**config.mk**
```make
export PLATFORM = sky130hd
export DESIGN_NAME = keyed_irq_rst_ctl
export DESIGN_NICKNAME = d
export VERILOG_FILES = /design/src/rtl/rcr_pkg.sv /design/src/rtl/rcr_key_decode.sv /design/src/rtl/rcr_group_field.sv /design/src/rtl/rcr_prio_mask.sv /design/src/rtl/rcr_cmd_pulse.sv /design/src/rtl/keyed_irq_rst_ctl.sv
export SDC_FILE = /design/constraint.sdc
export NUM_CORES = 1
export LEC_CHECK = 0
export BUFFER_PORTS_ARGS = -buffer_cell sky130_fd_sc_hd__buf_4
export CAP_MARGIN = 20
export CORE_MARGIN = 10
export CORE_UTILIZATION = 34
export DETAILED_ROUTE_END_ITERATION = 12
export PLACE_DENSITY = 0.84
export REMOVE_ABC_BUFFERS = 1
export SLEW_MARGIN = 20
export SYNTH_ARGS = -nofsm -noshare
export SYNTH_HDL_FRONTEND = slang
export SYNTH_SLANG_ARGS = --single-unit
```
**constraint.sdc**
```tcl
create_clock -name clk -period 2.4 [get_ports clk]
set_input_delay 0.12 -clock clk [delete_from_list [all_inputs] [get_ports clk]]
set_output_delay 0.12 -clock clk [all_outputs]
set_load 0.1 [all_outputs]
```
**src/rtl/rcr_pkg.sv**
```systemverilog
package rcr_pkg;
  // command bit positions inside the write data (decoded by the reset logic)
  localparam int CMD_W      = 3;
  localparam int CMD_CORE   = 0;
  localparam int CMD_CLRACT = 1;
  localparam int CMD_SYSREQ = 2;
  // field positions
  localparam int GRP_LSB    = 8;
  localparam int ENDIAN_BIT = 15;
endpackage

```
**src/rtl/rcr_key_decode.sv**
```systemverilog
module rcr_key_decode #(
  parameter int ADDR_W   = 12,
  parameter int KEY_W    = 16,
  parameter logic [ADDR_W-1:0] REG_ADDR = '0,
  parameter logic [KEY_W-1:0]  WR_KEY   = '0
) (
  input  logic [ADDR_W-1:0] addr_i,
  input  logic              wr_en_i,
  input  logic [KEY_W-1:0]  key_i,
  output logic              hit_o,
  output logic              accept_o
);
  always_comb begin
    hit_o    = (addr_i == REG_ADDR);
    accept_o = hit_o && wr_en_i && (key_i == WR_KEY);
  end
endmodule

```
**src/rtl/rcr_group_field.sv**
```systemverilog
module rcr_group_field #(
  parameter int GRP_W = 3
) (
  input  logic             clk,
  input  logic             rst,
  input  logic             accept_i,
  input  logic [GRP_W-1:0] wgrp_i,
  output logic [GRP_W-1:0] grp_o
);
  logic [GRP_W-1:0] grp_q;

  always_ff @(posedge clk) begin
    if (rst)           grp_q <= '0;
    else if (accept_i) grp_q <= wgrp_i;
  end

  assign grp_o = grp_q;


  grp_hold_chk: assert property (@(posedge clk) disable iff (rst)
    !$past(accept_i) |-> $stable(grp_q));
endmodule

```
**src/rtl/rcr_prio_mask.sv**
```systemverilog
module rcr_prio_mask #(
  parameter int GRP_W  = 3,
  parameter int PRIO_W = 8
) (
  input  logic              clk,
  input  logic              rst,
  input  logic [GRP_W-1:0]  grp_i,
  output logic [PRIO_W-1:0] mask_o
);
  for (genvar gi = 0; gi < PRIO_W; gi++) begin : g_bit
    assign mask_o[gi] = (gi > int'(grp_i));
  end


  mask_width_chk: assert property (@(posedge clk) disable iff (rst)
    $countones(mask_o) == ((PRIO_W - 1 - int'(grp_i)) > 0 ? (PRIO_W - 1 - int'(grp_i)) : 0));
endmodule

```
**src/rtl/rcr_cmd_pulse.sv**
```systemverilog
module rcr_cmd_pulse #(
  parameter int CMD_W = 3
) (
  input  logic             clk,
  input  logic             rst,
  input  logic             accept_i,
  input  logic [CMD_W-1:0] cmd_i,
  output logic [CMD_W-1:0] pulse_o
);
  for (genvar ci = 0; ci < CMD_W; ci++) begin : g_cmd
    logic p_q;
    always_ff @(posedge clk) begin
      if (rst) p_q <= 1'b0;
      else     p_q <= accept_i & cmd_i[ci];
    end
    assign pulse_o[ci] = p_q;


    pulse_cause_chk: assert property (@(posedge clk) disable iff (rst)
      p_q |-> $past(accept_i));
  end
endmodule

```
**src/rtl/keyed_irq_rst_ctl.sv**
```systemverilog
module keyed_irq_rst_ctl
  import rcr_pkg::*;
#(
  parameter int DATA_W = 32,
  parameter int ADDR_W = 12,
  parameter int KEY_W  = 16,
  parameter int GRP_W  = 3,
  parameter int PRIO_W = 8,
  parameter logic [ADDR_W-1:0] REG_ADDR = 12'h00C,
  parameter logic [KEY_W-1:0]  WR_KEY   = 16'h05FA,
  parameter logic [KEY_W-1:0]  RD_SIG   = 16'hFA05
) (
  input  logic              clk,
  input  logic              rst,
  input  logic [ADDR_W-1:0] addr_i,
  input  logic              wr_en_i,
  input  logic [DATA_W-1:0] wdata_i,
  input  logic              big_endian_i,
  output logic [DATA_W-1:0] rdata_o,
  output logic              sys_reset_req_o,
  output logic              core_reset_o,
  output logic              clr_active_o,
  output logic [PRIO_W-1:0] preempt_mask_o
);
  localparam int KEY_LSB = DATA_W - KEY_W;
  localparam int GRP_MSB = GRP_LSB + GRP_W - 1;

  logic             hit, accept;
  logic [GRP_W-1:0] grp;
  logic [CMD_W-1:0] pulses;
  logic             endian_q;
  logic [DATA_W-1:0] image, rdata_q;
  logic             unused_wbits;

  assign unused_wbits = ^{wdata_i[KEY_LSB-1:GRP_MSB+1], wdata_i[GRP_LSB-1:CMD_W]};

  rcr_key_decode #(
    .ADDR_W(ADDR_W), .KEY_W(KEY_W), .REG_ADDR(REG_ADDR), .WR_KEY(WR_KEY)
  ) u_key (
    .addr_i(addr_i), .wr_en_i(wr_en_i), .key_i(wdata_i[DATA_W-1:KEY_LSB]),
    .hit_o(hit), .accept_o(accept)
  );

  rcr_group_field #(.GRP_W(GRP_W)) u_grp (
    .clk(clk), .rst(rst), .accept_i(accept),
    .wgrp_i(wdata_i[GRP_MSB:GRP_LSB]), .grp_o(grp)
  );

  rcr_prio_mask #(.GRP_W(GRP_W), .PRIO_W(PRIO_W)) u_mask (
    .clk(clk), .rst(rst), .grp_i(grp), .mask_o(preempt_mask_o)
  );

  rcr_cmd_pulse #(.CMD_W(CMD_W)) u_cmd (
    .clk(clk), .rst(rst), .accept_i(accept),
    .cmd_i(wdata_i[CMD_W-1:0]), .pulse_o(pulses)
  );

  always_ff @(posedge clk) begin
    if (rst) endian_q <= 1'b0;
    else     endian_q <= big_endian_i;
  end

  always_comb begin
    image = '0;
    image[DATA_W-1:KEY_LSB] = RD_SIG;
    image[ENDIAN_BIT]       = endian_q;
    image[GRP_MSB:GRP_LSB]  = grp;
  end

  always_ff @(posedge clk) begin
    if (rst) rdata_q <= '0;
    else     rdata_q <= hit ? image : '0;
  end

  assign rdata_o         = rdata_q;
  assign sys_reset_req_o = pulses[CMD_SYSREQ];
  assign core_reset_o    = pulses[CMD_CORE];
  assign clr_active_o    = pulses[CMD_CLRACT];


  rd_sig_chk: assert property (@(posedge clk) disable iff (rst)
    (rdata_q != '0) |-> (rdata_q[DATA_W-1:KEY_LSB] == RD_SIG));


  rd_cmd_zero_chk: assert property (@(posedge clk) disable iff (rst)
    rdata_q[CMD_W-1:0] == '0);


  sysreq_cause_chk: assert property (@(posedge clk) disable iff (rst)
    sys_reset_req_o |-> $past(wr_en_i && (addr_i == REG_ADDR) &&
      (wdata_i[DATA_W-1:KEY_LSB] == WR_KEY) && wdata_i[CMD_SYSREQ]));


  core_cause_chk: assert property (@(posedge clk) disable iff (rst)
    core_reset_o |-> $past(wr_en_i && (addr_i == REG_ADDR) &&
      (wdata_i[DATA_W-1:KEY_LSB] == WR_KEY) && wdata_i[CMD_CORE]));
endmodule

```
# After elaboration in Yosys (flattened, before gate mapping)
# Index checks and enable logic that the tools add are counted.
[totals]
ff_bits = 39
in_bits = 48
[classes]
order_cmp = 7
n_eq_ne = 2
muxes = 1
bitwise_logic = 4
n_reduce_logical = 3
[ops]
columns = ["operator", "n"]
rows = [
  ["$mux 32", 1],
  ["$eq 16x11->1 const B", 1],
  ["$eq 12x4->1 const B", 1],
  ["$gt 3x3->1 const A", 4],
  ["$gt 2x3->1 const A", 2],
  ["$and 1x1->1", 3],
  ["$gt 1x3->1 const A", 1],
  ["$logic_and 1x1->1", 2],
  ["$reduce_or 2->1", 1],
  ["$not 1->1", 1],
]

# Logic depth before layout (Yosys ltp)
[logic_depth]
ltp_word = 4
ltp_mapped = 4

# Cells and area by module
# From an unflattened synthesis, not the netlist that was laid out.
[unflattened]
hier_cells = 79
area_unflattened_um2 = 716.9
[by_module_without_submodules]
columns = ["mod", "n_inst", "cells_per_inst", "area_per_inst_um2", "seq_area_each_um2"]
rows = [
  ["keyed_irq_rst_ctl", 1, 40, 374.1, 120.1],
  ["rcr_cmd_pulse", 1, 9, 108.9, 60.1],
  ["rcr_group_field", 1, 9, 101.3, 60.1],
  ["rcr_key_decode", 1, 12, 90.1, 0.0],
  ["rcr_prio_mask", 1, 9, 42.5, 0.0],
]

# Least setup slack after synthesis
# OpenSTA, ideal clock, no wires.
[synth_timing]
kind = "register to output"
from = "register u_grp.grp_q[2], in the netlist u_grp.grp_o[2]"
to = "output preempt_mask_o[1]"
arrival_time_ns = 2.527
slack_ns = -0.247
stages_incl_launch_ff = 3
n_path_buf = 1
cell_sequence = "dfxtp_1 -> clkbuf_1 -> nor3_1"
[synth_between]
elab_chain_len = 1
[synth_rtl]
columns = ["element", "line_no", "source"]
rows = [
  ["start: declaration", "rcr_group_field.sv:10", "logic [GRP_W-1:0] grp_q;"],
  ["start signal: assignment", "rcr_group_field.sv:14", "else if (accept_i) grp_q <= wgrp_i;"],
  ["$gt 1x3->1", "rcr_prio_mask.sv:11", "assign mask_o[gi] = (gi > int'(grp_i));"],
  ["end: declaration", "keyed_irq_rst_ctl.sv:23", "output logic [PRIO_W-1:0] preempt_mask_o"],
]
# Every way passes these cells.

# Final worst setup path
# Ends and elaborated chain as after synthesis.

==> impl_metrics.csv <==
group,metric,value,unit
setup_path,r2r_slack,1560,ps
synthesis,synth.top_cells.by_area,"dfxtp_1 33%, buf_4 29%, and2_2 4.1%",
clock_tree,postCtsSetupBuffers,0,
floorplanning,die-area,0.00439,sq mm
power,ir_drop,275,uV
sta,skew,0.216,ps
setup_path,crit_path_start_kind,"flop",
placed_design,pre_cts_slack,1140,ps
global_route,grt_overflow,0,
setup_path,cp.required,2280,ps
clock_tree,cts_made_buffers,3,
synthesis,ys.flop_type,"dfxtp_1",
synthesis,ys_warn_count,0,
synthesis,syn_area,728,sq um
setup_path,worstReg2RegEnd,"u_grp.grp_o[2]$_SDFFE_PP0P_",
setup_path,cp_data_arrival_time,1200,ps
outcome,outcome,"finished clean",
sta,finalHoldViolations,0,
setup_path,critPathCapture,"preempt_mask_o[1]",
sta,max_freq,0.758,GHz
placed_design,io_buffers,59,
floorplanning,io_pins,91,
floorplanning,die_y,66.3,um
clock_tree,clock-sinks,12,
routing,vias,699,
routing,drc,0,
floorplanning,die_x,66.3,um
synthesis,synth_top_area_frac,0.330,
sta,worst_slack,1080,ps
layout,layout_common_cells,"59 x buf_4, 21 x conb_1, 12 x dfxtp_1",
floorplanning,num_rows,16,
clock_tree,cts.clk_slew.worst_paths,60,ps
layout,antenna_cells,0,
sta,finalSetupViolations,0,
global_route,grt_usage,0.104,
sta,setup_tns,0,ps
sta,rsz0062_at_grt,"no",
routing,drt_iter0_drc,10,
sta,hold_slack,50.2,ps
layout,syn_to_final_growth,49.5,%
clock_tree,holdBufCountCts,0,
clock_tree,cts_buffer_depth,2,
routing,firstDrtPassIters,4,
flow_run,drv_cap,0,
clock_tree,ctsResizeCount,0,
floorplanning,start_util,0.364,
synthesis,synth_enable_flop_cells,0,
synthesis,ys_seq_area_frac,0.330,
layout,fin_nets,183,
sta,finalCritPeriodShare,0.550,
clock_tree,htreeDepth,1,
global_route,grt_pass1_wl,3590,um
power,power_density,471,mW/mm^2
floorplanning,core_region_area,0.00200,sq mm
synthesis,synth_top_area_cell,"dfxtp_1",
setup_path,reg2reg_depth,2,
synthesis,async_flop_share,0,
global_route,grt_pass1_vias,785,
setup_path,critPathLaunch,"u_grp.grp_o[2]$_SDFFE_PP0P_",
global_route,antenna_found_initial,0,
clock_tree,root_buffer,"clkbuf_4",
synthesis,ys_ff_latch,12,
placed_design,hpwl,2080,um
sta,slew_violations,0,
power,power.leakage,0.540,nW
routing,routedWlPerCell,14.5,um
sta,period_minus_slack,1320,ps
min_path,hold_depth,2,
synthesis,syn_inst,80,
synthesis,avgSynthCellArea,9.10,sq um
routing,wl,2310,um
layout,final_common_cell,"buf_4",
synthesis,synth_cell_types,25,
setup_path,crit_type,"reg -> out",
setup_path,worst-path-max-fanout,9,
routing,vias_per_cell,4.37,
setup_path,critPathCaptureType,"primary output",
clock_tree,cts_tree,"yes",
layout,drive_above_1_share,0.534,
placed_design,gp_congestion,0.722,
routing,postRouteAntennaNets,0,
min_path,worst_hold_path_type,"in -> reg",
clock_tree,clock_latency,260,ps
setup_path,reg2reg_from,"u_grp.grp_o[2]$_SDFFE_PP0P_",
global_route,grt_max_degree,10,
==> registers in the layout, summed over array words and instances, names as in the netlist <==
name	flops
u_cmd.g_cmd.p_q	3
rdata_o	5
u_grp.grp_o	3
endian_q	1
==> synth_stat cells, types with 2 or more instances <==
| cell type | number |
|---|---|
| buf_4 | 28 |
| and2_1 | 3 |
| nor4bb_1 | 2 |
| nor3_1 | 2 |
| a21oi_1 | 4 |
| dfxtp_1 | 12 |
| nand3_1 | 4 |
| and2_2 | 4 |
| o21ai_0 | 4 |
| nand4_1 | 2 |
==> kinds of logic (layout without fill, tap and decap cells) <==
kind of cell / Yosys count / after routing / share of synthesized area
AOI/OAI and AO/OA: 8 / 8 / 0.0550
buffers and inverters: 30 / 63 / 0.299
DFF: 12 / 12 / 0.330
other: 1 / 21 / 0.00515
and+or+nand+nor: 29 / 29 / 0.311
==> final cells by class <==
class / count / area (sq um)
fillers: 181 / 913
repair buffers: 59 / 443
multi-input cells: 58 / 345
flip-flops and latches: 12 / 240
well taps: 27 / 33.8
clock buffers: 3 / 22.5
inverters: 1 / 3.75
==> worst min path at each step <==
stage | start | endpoint | slack [ps]
after floorplan | rst | u_grp.grp_o[0]$_SDFFE_PP0P_ | 190
after global placement | rst | u_grp.grp_o[0]$_SDFFE_PP0P_ | 310
after detailed placement | rst | u_grp.grp_o[0]$_SDFFE_PP0P_ | 320
after CTS | rst | u_grp.grp_o[0]$_SDFFE_PP0P_ | 40
after global routing | rst | u_grp.grp_o[2]$_SDFFE_PP0P_ | 40
final | rst | u_grp.grp_o[1]$_SDFFE_PP0P_ | 50
==> per-stage QoR <==
stage,area [sq um],cells,util,power (mW)
floorplan,589,71,-,0.354
global placement,1070,157,0.533,0.401
detailed placement,1070,157,0.533,0.403
CTS,1090,160,0.544,0.516
global route,1090,160,0.544,0.532
finish,1090,160,0.544,0.513
==> worst max-delay path: stages, from the launching register on <==
cell and delay (ps):
dfxtp_1 390, nor3_1 230, buf_4 320
==> power by group <==
group | internal [mW] | switching (mW) | leakage (nW)
clock | 0.0578 | 0.0551 | 0.0138
sequential | 0.200 | 0.000128 | 0.0969
combinational | 0.0426 | 0.157 | 0.430
==> layer usage <==
layer,track usage,vias up,share of wire
met4,0.0471,0,0.0091
li1,-,335,-
met5,0,-,0
met2,0.182,59,0.47
met3,0.0729,4,0.17
met1,0.0888,301,0.35
Note: power is estimated with default switching activity, not from simulation.
